<file path="src/rtl/ovr_pkg.sv">
`timescale 1ns/1ps
package ovr_pkg;
  typedef enum logic [1:0] {
    ST_RUN  = 2'd0,
    ST_OFF  = 2'd1,
    ST_TEST = 2'd2
  } ovr_state_e;

  localparam int unsigned RATIO_W = 4;

  function automatic logic [RATIO_W-1:0] ratio_of(input logic [1:0] sel);
    case (sel)
      2'b00:   return 4'd4;
      2'b01:   return 4'd8;
      2'b10:   return 4'd10;
      default: return 4'd15;
    endcase
  endfunction
endpackage

</file>
<file path="src/rtl/ovr_slot_cnt.sv">
`timescale 1ns/1ps
// Counts cycles inside one test interval; held at zero outside retry.
module ovr_slot_cnt #(
  parameter int unsigned TEST_CYC = 2000
) (
  input  logic clk_i,
  input  logic rst_ni,
  input  logic run_i,
  output logic last_o
);
  localparam int unsigned SW = $clog2(TEST_CYC + 1);
  localparam logic [SW-1:0] LAST = SW'(TEST_CYC - 1);

  logic [SW-1:0] cnt_q;

  assign last_o = (cnt_q == LAST);

  always_ff @(posedge clk_i or negedge rst_ni) begin
    if (!rst_ni)               cnt_q <= '0;
    else if (!run_i || last_o) cnt_q <= '0;
    else                       cnt_q <= cnt_q + SW'(1);
  end
endmodule

</file>
<file path="src/rtl/ovr_ivl_cnt.sv">
`timescale 1ns/1ps
// Counts off intervals and holds the ratio captured at period start.
module ovr_ivl_cnt
  import ovr_pkg::*;
(
  input  logic       clk_i,
  input  logic       rst_ni,
  input  logic       load_i,
  input  logic [1:0] sel_i,
  input  logic       step_i,
  output logic       done_o
);
  logic [RATIO_W-1:0] n_q;
  logic [RATIO_W-1:0] ivl_q;

  // last off interval is index N-2
  assign done_o = (ivl_q == (n_q - RATIO_W'(2)));

  always_ff @(posedge clk_i or negedge rst_ni) begin
    if (!rst_ni) begin
      n_q   <= ratio_of(2'b10);
      ivl_q <= '0;
    end else if (load_i) begin
      n_q   <= ratio_of(sel_i);
      ivl_q <= '0;
    end else if (step_i) begin
      ivl_q <= ivl_q + RATIO_W'(1);
    end
  end
endmodule

</file>
<file path="src/rtl/ovr_seq.sv">
`timescale 1ns/1ps
module ovr_seq
  import ovr_pkg::*;
(
  input  logic       clk_i,
  input  logic       rst_ni,
  input  logic       ovl_i,
  input  logic       slot_last_i,
  input  logic       off_done_i,
  output logic       start_o,
  output logic       step_o,
  output ovr_state_e state_o
);
  ovr_state_e st_q, st_d;

  always_comb begin
    st_d    = st_q;
    start_o = 1'b0;
    case (st_q)
      ST_RUN: begin
        if (ovl_i) begin
          st_d    = ST_OFF;
          start_o = 1'b1;
        end
      end
      ST_OFF: begin
        if (slot_last_i && off_done_i) st_d = ST_TEST;
      end
      ST_TEST: begin
        if (slot_last_i) begin
          if (ovl_i) begin
            st_d    = ST_OFF;
            start_o = 1'b1;
          end else begin
            st_d = ST_RUN;
          end
        end
      end
      default: st_d = ST_RUN;
    endcase
  end

  assign step_o  = (st_q == ST_OFF) && slot_last_i;
  assign state_o = st_q;

  always_ff @(posedge clk_i or negedge rst_ni) begin
    if (!rst_ni) st_q <= ST_RUN;
    else         st_q <= st_d;
  end
endmodule

</file>
<file path="src/rtl/ovr_retry_timer.sv">
`timescale 1ns/1ps
module ovr_retry_timer
  import ovr_pkg::*;
#(
  parameter int unsigned TEST_CYC = 2000
) (
  input  logic       clk_i,
  input  logic       rst_ni,
  input  logic       ovl_i,
  input  logic [1:0] duty_sel_i,
  output logic       out_en_o,
  output logic       ovl_stat_o
);
  ovr_state_e state;
  logic       slot_last;
  logic       off_done;
  logic       start;
  logic       step;
  logic       in_retry;

  assign in_retry = (state != ST_RUN);

  ovr_slot_cnt #(.TEST_CYC(TEST_CYC)) u_slot (
    .clk_i  (clk_i),
    .rst_ni (rst_ni),
    .run_i  (in_retry),
    .last_o (slot_last)
  );

  ovr_ivl_cnt u_ivl (
    .clk_i  (clk_i),
    .rst_ni (rst_ni),
    .load_i (start),
    .sel_i  (duty_sel_i),
    .step_i (step),
    .done_o (off_done)
  );

  ovr_seq u_seq (
    .clk_i       (clk_i),
    .rst_ni      (rst_ni),
    .ovl_i       (ovl_i),
    .slot_last_i (slot_last),
    .off_done_i  (off_done),
    .start_o     (start),
    .step_o      (step),
    .state_o     (state)
  );

  assign out_en_o   = (state != ST_OFF);
  assign ovl_stat_o = in_retry;
endmodule

</file>
<file path="config.mk">
export PLATFORM = sky130hd
export DESIGN_NAME = ovr_retry_timer
export DESIGN_NICKNAME = d
export VERILOG_FILES = /design/src/rtl/ovr_pkg.sv /design/src/rtl/ovr_slot_cnt.sv /design/src/rtl/ovr_ivl_cnt.sv /design/src/rtl/ovr_seq.sv /design/src/rtl/ovr_retry_timer.sv
export SDC_FILE = /design/constraint.sdc
export NUM_CORES = 1
export LEC_CHECK = 0
export ABC_AREA = 1
export BUFFER_PORTS_ARGS = -buffer_cell sky130_fd_sc_hd__clkbuf_2
export CAP_MARGIN = 10
export CORE_MARGIN = 5
export CORE_UTILIZATION = 56
export CTS_CLUSTER_SIZE = 14
export DETAILED_ROUTE_END_ITERATION = 8
export GPL_TIMING_DRIVEN = 0
export PLACE_DENSITY = 0.84
export SETUP_SLACK_MARGIN = 0.2
export SLEW_MARGIN = 0
export SYNTH_ARGS = -nofsm -noshare
export SYNTH_HDL_FRONTEND = slang
export SYNTH_SLANG_ARGS = --single-unit
</file>
<file path="constraint.sdc">
create_clock -name clk_i -period 3.6 [get_ports clk_i]
set_clock_uncertainty 0.2 [all_clocks]
set_input_delay 0.54 -clock clk_i [delete_from_list [all_inputs] [get_ports clk_i]]
set_output_delay 0.54 -clock clk_i [all_outputs]
set_load 0.01 [all_outputs]
</file>
---- Word-level counts from Yosys, hierarchy flattened ----
Index checks and enable logic that the tools add are counted.
storage, ports and cells
  register bits ........................... 21
  logic and storage cells ................. 38
cells by class
  add/sub/neg operators ................... 3
  equal/unequal tests ..................... 10
  muxes and demuxes ....................... 12
  reduce and logical (&&, ||, !) cells .... 9
operator list
  operator               number
  $pmux 4 s3             1
  $add 11x1->11 const B  1
  $eq 11x11->1 const B   1
  $mux 11                1
  $mux 4                 2
  $mux 2                 3
  $ne 2x1->1 const B     3
  $pmux 2 s3             1
  $add 4x1->4 const B    1
  $eq 2x1->1 const B     2
  $eq 2x2->1 const B     2
  $eq 4x4->1             1
  $logic_not 2->1        2
  $reduce_bool 2->1      2
  $sub 4x2->4 const B    1
  $mux 1                 3
  $reduce_and 3->1       1
  $logic_and 1x1->1      2
  $ne 2x2->1 const B     1
  $pmux 1 s2             1
  $logic_not 1->1        1
  $logic_or 1x1->1       1

---- Depth between registers and ports, before layout ----
Gate-level depths: netlist of run 1.
  depth in word-level cells ............... 5
  mapped depth ............................ 10
  mapped depth without buffers ............ 10

---- Hierarchy ----
Synthesis of run 1 repeated with hierarchy kept, for this count alone.
second synthesis, totals
  cell total of the unflattened synthesis .. 160
  area total of the unflattened synthesis .. 1197.4 um^2
modules (own cells, without submodules)
  module           times used  cells each  area each (um^2)  sequential area each (um^2)
  ovr_slot_cnt     1           70          573.0             275.3
  ovr_ivl_cnt      1           67          491.7             202.7
  ovr_seq          1           19          117.6             50.0
  ovr_retry_timer  1           4           15.0              0.0

---- Worst setup path before layout of run 1 ----
OpenSTA, ideal clock, no wires.
  kind .................................... register to register
  start point ............................. register u_slot.cnt_q[0]
  end point ............................... register u_ivl.ivl_q[0]
  library setup time ...................... 0.119 ns
  data arrival time ....................... 1.328 ns
  slack ................................... 1.953 ns
  stages on the path, launching flop included .. 10
  period minus slack after synthesis ...... 1.647 ns
  path through ............................ dfrtp_1 -> ha_1 -> nand2_2 -> nor2_8 -> nand3_4 -> nand2_4 -> nand2_4 -> buf_6 -> nand3_1 -> nand2_1
between the ends
  word-level cells in the longest chain between the ends .. 4
  elaborated cells on any way between the ends .. 6
ends and longest elaborated chain
  item                                         RTL line            source
  start, declared                              ovr_slot_cnt.sv:14  logic [SW-1:0] cnt_q;
  start signal, assigned                       ovr_slot_cnt.sv:21  else cnt_q <= cnt_q + SW'(1);
  $eq 11x11->1 *                               ovr_slot_cnt.sv:16  assign last_o = (cnt_q == LAST);
  $mux 1                                       ovr_seq.sv:30       if (slot_last_i) begin
  $pmux 1 s2                                   ovr_seq.sv:19       case (st_q)
  $mux 4 or $reduce_bool 2->1 (tied branches)  --
  end signal, assigned                         ovr_ivl_cnt.sv:27   ivl_q <= ivl_q + RATIO_W'(1);
  end, declared                                ovr_ivl_cnt.sv:14   logic [RATIO_W-1:0] ivl_q;
Every way passes the cells marked *; elsewhere a longest branch is shown, timed or not.
A chain may end at the register's enable or synchronous reset.

---- Final worst setup path of run 1 ----
  start point ............................. register u_seq.st_q[1] (netlist: u_seq.state_o[1])
  end point ............................... output ovl_stat_o
between the ends
  word-level cells in the longest chain between the ends .. 1
ends and longest elaborated chain
  item                    RTL line               source
  start, declared         ovr_seq.sv:14          ovr_state_e st_q, st_d;
  start signal, assigned  ovr_seq.sv:48          else st_q <= st_d;
  $reduce_bool 2->1       ovr_retry_timer.sv:21  assign in_retry = (state != ST_RUN);
  end, declared           ovr_retry_timer.sv:12  output logic ovl_stat_o
Every way passes these cells.

==> results of run 1 <==
-- where the power goes --
part / switching, uW / internal (uW) / leakage [uW]
combinational: 7.15 / 3.39 / 0.000452
sequential: 0 / 236 / 0.000266
clock: 69.1 / 43.1 / 0.0000150
total: 76.3 / 282 / 0.000733
-- path summary, 6_finish.rpt --
path                                   from  slack (ps)  cells past startpoint                to
min in group asynchronous            rst_ni         520                      2  u_slot.cnt_q[10]
max in group asynchronous            rst_ni        2310                      2      u_ivl.n_q[1]
min reg2reg                    u_ivl.n_q[3]         310                      2      u_ivl.n_q[3]
max reg2reg                 u_slot.cnt_q[0]        1740                      7    u_ivl.ivl_q[0]
min                            u_ivl.n_q[3]         310                      2      u_ivl.n_q[3]
max                        u_seq.state_o[1]        1650                      2        ovl_stat_o
-- logic make-up (layout without fill, tap and decap cells) --
| group | count (synthesis) | after routing | synth area share |
|---|---|---|---|
| simple gates | 97 | 97 | 0.3809 |
| buf+inv | 26 | 37 | 0.08375 |
| flops | 21 | 21 | 0.4207 |
| fa+ha+maj | 6 | 6 | 0.05982 |
| compound gates | 5 | 5 | 0.01994 |
| xor+xnor | 5 | 5 | 0.03489 |
-- synthesized netlist by cell type --
cell	instances
dfstp_2	2
nor2_2	2
nand2_1	39
nor2_8	1
nor3_1	4
dfrtp_1	19
o21ai_0	3
ha_1	6
or2_2	1
inv_2	2
nor3b_1	2
nand3_1	18
nand3_4	1
xor2_1	4
nand2_2	2
nor3_2	1
inv_1	23
buf_6	1
a21oi_1	2
xnor2_1	1
nor2_1	18
nand4_1	6
nand2_4	2
-- cell type report --
type                       count  area [um^2]
clock buffer                   4        26.28
multi-input combinational    113        621.8
timing repair buffer           7        40.04
fill                         191        813.3
inverter                      25        93.84
buffer                         1        11.26
sequential                    21        528.0
tap                           28        35.03
-- state kept, by name, indices dropped and copies added, names as in the netlist --
signal,cells
u_ivl.ivl_q,4
u_ivl.n_q,4
u_seq.state_o,2
u_slot.cnt_q,11
-- critical path: stages (launching register included) --
cell and delay, ps:
dfrtp_1 450, or2_2 320, clkbuf_2 140
-- repair_timing --
| item | in CTS | in global routing |
|---|---|---|
| resized for setup | 0 | 0 |
| hold buffers | 1 | 0 |
| endpoints found under the hold margin | 2 | 0 |
-- through the flow --
step	util	setup WS, ps	cell area (um^2)	cells
global route	0.6251	1588	1356	199
floorplan	-	1953	1255	160
finish	0.6251	1651	1356	199
detailed placement	0.6084	1752	1320	194
global placement	0.6084	1801	1320	194
CTS	0.6251	1644	1356	199
-- routing by layer --
layer,track usage,vias to the layer above,wire (um)
li1,-,528,-
met1,0.1861,478,952
met2,0.2871,23,1136
met3,0.02036,8,70
met4,0.08940,0,65
met5,0,-,0
==> report_table.html, run 1 <==
<table>
<tr><th>Metric</th><th>Value</th></tr>
<tr><th colspan="2">Min path</th></tr>
<tr><td>Hold Crit Class</td><td>register to register</td></tr>
<tr><th colspan="2">STA</th></tr>
<tr><td>Number of pins with negative max-slew slack in the final report</td><td>0</td></tr>
<tr><td>Count of endpoints failing hold in the final timing report</td><td>0</td></tr>
<tr><td>Setup-failing EPs final</td><td>0</td></tr>
<tr><td>Final setup TNS</td><td>0 ps</td></tr>
<tr><td>Max Clock Freq</td><td>0.5131 GHz</td></tr>
<tr><td>RSZ-0062 raised after global routing</td><td>no</td></tr>
<tr><td>Max_slew headroom</td><td>0.6494</td></tr>
<tr><td>Measured slew at the worst slew-check pin</td><td>525.9 ps</td></tr>
<tr><td>Worst Hold Margin</td><td>313.9 ps</td></tr>
<tr><td>Period Utilization, post-route</td><td>0.5414</td></tr>
<tr><td>Final Critical Period</td><td>1949 ps</td></tr>
<tr><th colspan="2">Clock network</th></tr>
<tr><td>Clk buf depth</td><td>2</td></tr>
<tr><td>Clock latency of the later-clocked register in the worst-skew pair</td><td>300 ps</td></tr>
<tr><td>TritonCTS clock tree</td><td>built</td></tr>
<tr><td>Clk pin slew, worst setup/hold paths</td><td>120 ps</td></tr>
<tr><td>Root Driver</td><td>clkbuf_4</td></tr>
<tr><td>Count of clock tree sinks</td><td>21</td></tr>
<tr><td>H-tree level count</td><td>1</td></tr>
<tr><td>Number of clock buffers inserted by TritonCTS</td><td>3</td></tr>
<tr><td>Number of post-CTS setup repair buffers</td><td>0</td></tr>
<tr><th colspan="2">Power</th></tr>
<tr><td>Static Leakage</td><td>0.0007332 uW</td></tr>
<tr><td>Power per unit of standard cell area</td><td>264.5 nW/um^2</td></tr>
<tr><td>Pwr Total</td><td>358.7 uW</td></tr>
<tr><td>Maximum VDD drop</td><td>225.6 uV</td></tr>
<tr><th colspan="2">Floorplan</th></tr>
<tr><td>Count of pins on the block boundary</td><td>7</td></tr>
<tr><td>Initial core utilization</td><td>0.5784</td></tr>
<tr><td>Die Width</td><td>57.34 um</td></tr>
<tr><td>Vertical die dimension</td><td>57.34 um</td></tr>
<tr><td>Core region area</td><td>2170 um^2</td></tr>
<tr><td>Number of placement rows</td><td>17</td></tr>
<tr><td>Full die area</td><td>3288 um^2</td></tr>
<tr><th colspan="2">Cells and area</th></tr>
<tr><td>Most frequent cells in the layout</td><td>nand2_1 (39), inv_1 (23), dfrtp_1 (19)</td></tr>
<tr><td>Antenna Diode Count</td><td>0</td></tr>
<tr><td>Ratio of cells with drive above 1 in the final layout</td><td>0.1404</td></tr>
<tr><td>Leading cell type in the layout, fill and taps excluded</td><td>nand2_1</td></tr>
<tr><td>Relative area change from synthesis to final layout</td><td>8.076%</td></tr>
<tr><td>Net count reported at finish</td><td>183</td></tr>
<tr><th colspan="2">Global routing</th></tr>
<tr><td>Vias in the first global route</td><td>1,065</td></tr>
<tr><td>Largest net degree at the start of global routing</td><td>22</td></tr>
<tr><td>Global router's overall resource usage</td><td>0.1619</td></tr>
<tr><td>Antenna violations before repair</td><td>0</td></tr>
<tr><td>Remaining global-route overflow</td><td>0</td></tr>
<tr><td>Wire length of the first global-routing pass</td><td>4.243 mm</td></tr>
<tr><th colspan="2">Routing</th></tr>
<tr><td>Final routed wirelength across all metal layers</td><td>2.226 mm</td></tr>
<tr><td>Average via count per standard cell</td><td>5.211</td></tr>
<tr><td>Detailed-route via count</td><td>1,037</td></tr>
<tr><td>Number of nets with antenna violations after detailed routing</td><td>0</td></tr>
<tr><td>Number of search-and-repair iterations in the first detailed-routing pass</td><td>4</td></tr>
<tr><td>Number of DRC violations after detailed-routing iteration 0</td><td>23</td></tr>
<tr><td>Drc violations</td><td>0</td></tr>
<tr><td>Final routed wire length divided by cell count</td><td>11.19 um</td></tr>
<tr><th colspan="2">Setup path</th></tr>
<tr><td>Data required time of the critical path</td><td>2860 ps</td></tr>
<tr><td>Startpoint-to-endpoint class of the critical path</td><td>register to output pin</td></tr>
<tr><td>Type of element capturing the critical path</td><td>output pin</td></tr>
<tr><td>Arrival time reported for the critical path endpoint</td><td>1210 ps</td></tr>
<tr><td>Highest net fanout along the worst path</td><td>4</td></tr>
<tr><td>Crit start category</td><td>register</td></tr>
<tr><th colspan="2">Yosys</th></tr>
<tr><td>Post-synthesis cell count</td><td>160</td></tr>
<tr><td>Register bit count reported by yosys</td><td>21</td></tr>
<tr><td>Top cell type's share of synthesized area</td><td>0.3789</td></tr>
<tr><td>Avg Cell Area, Syn</td><td>7.843 um^2</td></tr>
<tr><td>Netlist Area Pre-Place</td><td>1255 um^2</td></tr>
<tr><td>Mapped Nets</td><td>171</td></tr>
<tr><td>Number of warnings reported in the yosys synthesis log</td><td>0</td></tr>
<tr><td>Post-synth top area cell</td><td>dfrtp_1</td></tr>
<tr><td>Main area contributors after synthesis</td><td>dfrtp_1 (38%), nand2_1 (12%), nand3_1 (7.2%)</td></tr>
<tr><td>Count of different cell masters after synthesis</td><td>23</td></tr>
<tr><td>Sequential fraction of the synthesis area</td><td>0.4207</td></tr>
<tr><th colspan="2">Place</th></tr>
<tr><td>HPWL after detailed placement</td><td>1.751 mm</td></tr>
<tr><td>GPL Wtd Cong</td><td>0.8330</td></tr>
<tr><td>Port buffer count</td><td>6</td></tr>
<tr><th colspan="2">Outcome</th></tr>
<tr><td>Status</td><td>finished clean</td></tr>
<tr><th colspan="2">Flow run</th></tr>
<tr><td>Max-cap violations</td><td>0</td></tr>
</table>
Note: power is estimated with default switching activity, not from simulation.
==> run 2: changes to the inputs <==
clock period = 1.8 ns   (was 3.6 ns; I/O delays follow)
==> run 2 against run 1 <==
- clock power is 120% higher
- utilization is 8.8 points higher
- final cell count is 8.0% higher
- power is 110% higher
- sequential share of layout area is 4.7 points lower
- combinational power is 100% higher
- critical endpoint is now u_seq.state_o[0]
==> report_table.html, run 2 (synthesis gave the netlist of run 1 again) <==
<table>
<tr><th>Metric</th><th>Value</th></tr>
<tr><th colspan="2">STA</th></tr>
<tr><td>Worst Hold Margin</td><td>117.6 ps</td></tr>
<tr><td>Measured slew at the worst slew-check pin</td><td>522.7 ps</td></tr>
<tr><td>RSZ-0062 raised after global routing</td><td>yes</td></tr>
<tr><td>Number of pins with negative max-slew slack in the final report</td><td>0</td></tr>
<tr><td>Setup-failing EPs final</td><td>0</td></tr>
<tr><td>Final Critical Period</td><td>1660 ps</td></tr>
<tr><td>Count of endpoints failing hold in the final timing report</td><td>0</td></tr>
<tr><td>Max_slew headroom</td><td>0.6515</td></tr>
<tr><td>Final setup TNS</td><td>0 ps</td></tr>
<tr><td>Final worst slack</td><td>140.2 ps</td></tr>
<tr><td>Max Clock Freq</td><td>0.6025 GHz</td></tr>
<tr><td>Period Utilization, post-route</td><td>0.9221</td></tr>
<tr><th colspan="2">Cells and area</th></tr>
<tr><td>Total area of multi-input combinational cells</td><td>681.9 um^2</td></tr>
<tr><td>Max FFs per register</td><td>11</td></tr>
<tr><td>Count of filler cells inserted in the layout</td><td>184</td></tr>
<tr><td>Net count reported at finish</td><td>199</td></tr>
<tr><td>Largest registers</td><td>u_slot.cnt_q (11), u_ivl.ivl_q (4), u_ivl.n_q (4)</td></tr>
<tr><td>Relative area change from synthesis to final layout</td><td>23.23%</td></tr>
<tr><td>Sequential cell area</td><td>529.3 um^2</td></tr>
<tr><td>Antenna Diode Count</td><td>0</td></tr>
<tr><td>Register containing the most flip-flops in the final layout</td><td>u_slot.cnt_q</td></tr>
<tr><td>Most frequent cells in the layout</td><td>nand2_1 (38), inv_1 (19), dfrtp_1 (18)</td></tr>
<tr><td>Ratio of cells with drive above 1 in the final layout</td><td>0.2941</td></tr>
<tr><td>Leading cell type in the layout, fill and taps excluded</td><td>nand2_1</td></tr>
<tr><td>Layout Cells excl Fill</td><td>215</td></tr>
<tr><th colspan="2">Setup path</th></tr>
<tr><td>Worst setup slack for register-to-register paths</td><td>140 ps</td></tr>
<tr><td>Setup crit start</td><td>u_ivl.n_q[1]</td></tr>
<tr><td>Highest-delay cell along the critical path</td><td>dfstp_2</td></tr>
<tr><td>Startpoint-to-endpoint class of the critical path</td><td>register to register</td></tr>
<tr><td>Levels on crit path</td><td>10</td></tr>
<tr><td>Type of element capturing the critical path</td><td>register</td></tr>
<tr><td>Most used cell along the critical path</td><td>nand2_1</td></tr>
<tr><td>Delay contributed by the slowest stage of the critical path</td><td>560 ps</td></tr>
<tr><td>Terminus of the critical flop-to-flop path</td><td>u_seq.state_o[0]</td></tr>
<tr><td>R2r startpoint</td><td>u_ivl.n_q[1]</td></tr>
<tr><td>Data required time of the critical path</td><td>1820 ps</td></tr>
<tr><td>Arrival time reported for the critical path endpoint</td><td>1680 ps</td></tr>
<tr><td>Crit start category</td><td>register</td></tr>
<tr><td>Bufs and invs on worst path</td><td>2</td></tr>
<tr><td>Ordered list of cells on the worst path</td><td>inv_2 -&gt; ha_4 -&gt; nand2_2 -&gt; inv_2 -&gt; nor2_1 -&gt; nand3_1 -&gt; nor2_2 -&gt; nand2_1 -&gt; nand2_1 -&gt; nand2_1</td></tr>
<tr><td>Highest net fanout along the worst path</td><td>2</td></tr>
<tr><td>Cell type group with the largest total delay on the critical path</td><td>flip-flops</td></tr>
<tr><td>Path depth of the worst reg2reg path</td><td>10</td></tr>
<tr><td>Capturing instance or port of the critical path</td><td>u_seq.state_o[0]</td></tr>
<tr><th colspan="2">Global routing</th></tr>
<tr><td>Remaining global-route overflow</td><td>0</td></tr>
<tr><td>Vias in the first global route</td><td>1,154</td></tr>
<tr><td>Wire length of the first global-routing pass</td><td>4.747 mm</td></tr>
<tr><td>Antenna violations before repair</td><td>0</td></tr>
<tr><td>Global router's overall resource usage</td><td>0.1831</td></tr>
<tr><td>Largest net degree at the start of global routing</td><td>22</td></tr>
<tr><th colspan="2">Place</th></tr>
<tr><td>Pre-CTS setup slack</td><td>66.91 ps</td></tr>
<tr><td>GPL Wtd Cong</td><td>0.7905</td></tr>
<tr><td>Port buffer count</td><td>6</td></tr>
<tr><td>HPWL after detailed placement</td><td>1.830 mm</td></tr>
<tr><td>Cell total after placement</td><td>194</td></tr>
<tr><th colspan="2">Routing</th></tr>
<tr><td>Final routed wire length divided by cell count</td><td>12.59 um</td></tr>
<tr><td>Number of DRC violations after detailed-routing iteration 0</td><td>36</td></tr>
<tr><td>Average via count per standard cell</td><td>5.135</td></tr>
<tr><td>Drc violations</td><td>0</td></tr>
<tr><td>Top routing layer used</td><td>met4</td></tr>
<tr><td>Total length of routed met3 wires</td><td>84 um</td></tr>
<tr><td>Final routed wirelength across all metal layers</td><td>2.706 mm</td></tr>
<tr><td>Number of search-and-repair iterations in the first detailed-routing pass</td><td>4</td></tr>
<tr><td>Detailed-route via count</td><td>1,104</td></tr>
<tr><td>Number of nets with antenna violations after detailed routing</td><td>0</td></tr>
<tr><td>Metal1 wirelength</td><td>1.093 mm</td></tr>
<tr><td>Met2 Wirelength</td><td>1.488 mm</td></tr>
<tr><th colspan="2">Outcome</th></tr>
<tr><td>Status</td><td>finished clean</td></tr>
<tr><th colspan="2">Floorplan</th></tr>
<tr><td>Initial core utilization</td><td>0.5784</td></tr>
<tr><td>Count of pins on the block boundary</td><td>7</td></tr>
<tr><td>Core region area</td><td>2170 um^2</td></tr>
<tr><td>Vertical die dimension</td><td>57.34 um</td></tr>
<tr><td>Number of placement rows</td><td>17</td></tr>
<tr><td>Full die area</td><td>3288 um^2</td></tr>
<tr><td>Die Width</td><td>57.34 um</td></tr>
<tr><th colspan="2">Power</th></tr>
<tr><td>Static Leakage</td><td>0.0008329 uW</td></tr>
<tr><td>Power per unit of standard cell area</td><td>475.6 nW/um^2</td></tr>
<tr><td>Pwr Total</td><td>735.5 uW</td></tr>
<tr><td>Maximum VDD drop</td><td>495.2 uV</td></tr>
<tr><th colspan="2">Clock network</th></tr>
<tr><td>Number of clock buffers inserted by TritonCTS</td><td>3</td></tr>
<tr><td>Clk pin slew, worst setup/hold paths</td><td>130 ps</td></tr>
<tr><td>Clock latency of the later-clocked register in the worst-skew pair</td><td>310 ps</td></tr>
<tr><td>TritonCTS clock tree</td><td>built</td></tr>
<tr><td>Root Driver</td><td>clkbuf_4</td></tr>
<tr><td>Clk buf depth</td><td>2</td></tr>
<tr><td>Count of clock tree sinks</td><td>21</td></tr>
<tr><td>H-tree level count</td><td>1</td></tr>
<tr><th colspan="2">Min path</th></tr>
<tr><td>Hold Crit Class</td><td>input port to register</td></tr>
<tr><th colspan="2">Flow run</th></tr>
<tr><td>Max-cap violations</td><td>0</td></tr>
</table>
## run 2: power by group
group          switching (uW)  internal (uW)  leakage, uW
clock network             159           83.1    0.0000177
registers                   0            472     0.000266
logic                    14.2           6.87     0.000549
## run 2: worst min-delay path by stage
stage | slack, ps | endpoint | startpoint | depth (start not counted)
6_report | 120 | u_ivl.n_q[0] | ovl_i | 5
5_1_grt | 130 | u_ivl.n_q[0] | ovl_i | 5
4_1_cts | 120 | u_ivl.n_q[0] | ovl_i | 5
3_5_place_dp | 70 | u_slot.cnt_q[5] | rst_ni | 1
3_3_place_gp | 60 | u_slot.cnt_q[5] | rst_ni | 1
2_1_floorplan | -230 | u_ivl.ivl_q[0] | rst_ni | 0
## run 2: cell type report
cell class	count	share of cell area
buffer	1	0.007282
clock buffer	3	0.01456
clock inverter	1	0.003236
inverter	25	0.06068
multi-input combinational	113	0.4409
sequential	21	0.3422
tap	28	0.02265
timing repair buffer	23	0.1084
## run 2: per-layer routing
| layer | global-route usage | up-vias |
|---|---|---|
| li1 | - | 563 |
| met1 | 0.2045 | 517 |
| met2 | 0.3435 | 19 |
| met3 | 0.02262 | 5 |
| met4 | 0.07616 | 0 |
| met5 | 0 | - |
## run 2: through the flow
step,util,cell area [um^2]
floorplan,-,1280
global placement,0.6200,1345
CTS,0.6926,1503
global route,0.7128,1546
finish,0.7128,1546
detailed placement,0.6200,1345
## run 2: what timing repair did
item	in CTS	in global routing
pin swaps	8	3
resized for setup	10	7
hold buffers	1	0
buffers inserted	11	4
cloned	1	0
setup endpoints to repair	12	15
hold endpoints to repair	19	0
## run 2: tightest hold or removal path, delay by kind of cell
family                 cells  cell delay (ps)
and+or+nand+nor            3              220
buffers and inverters      2              120
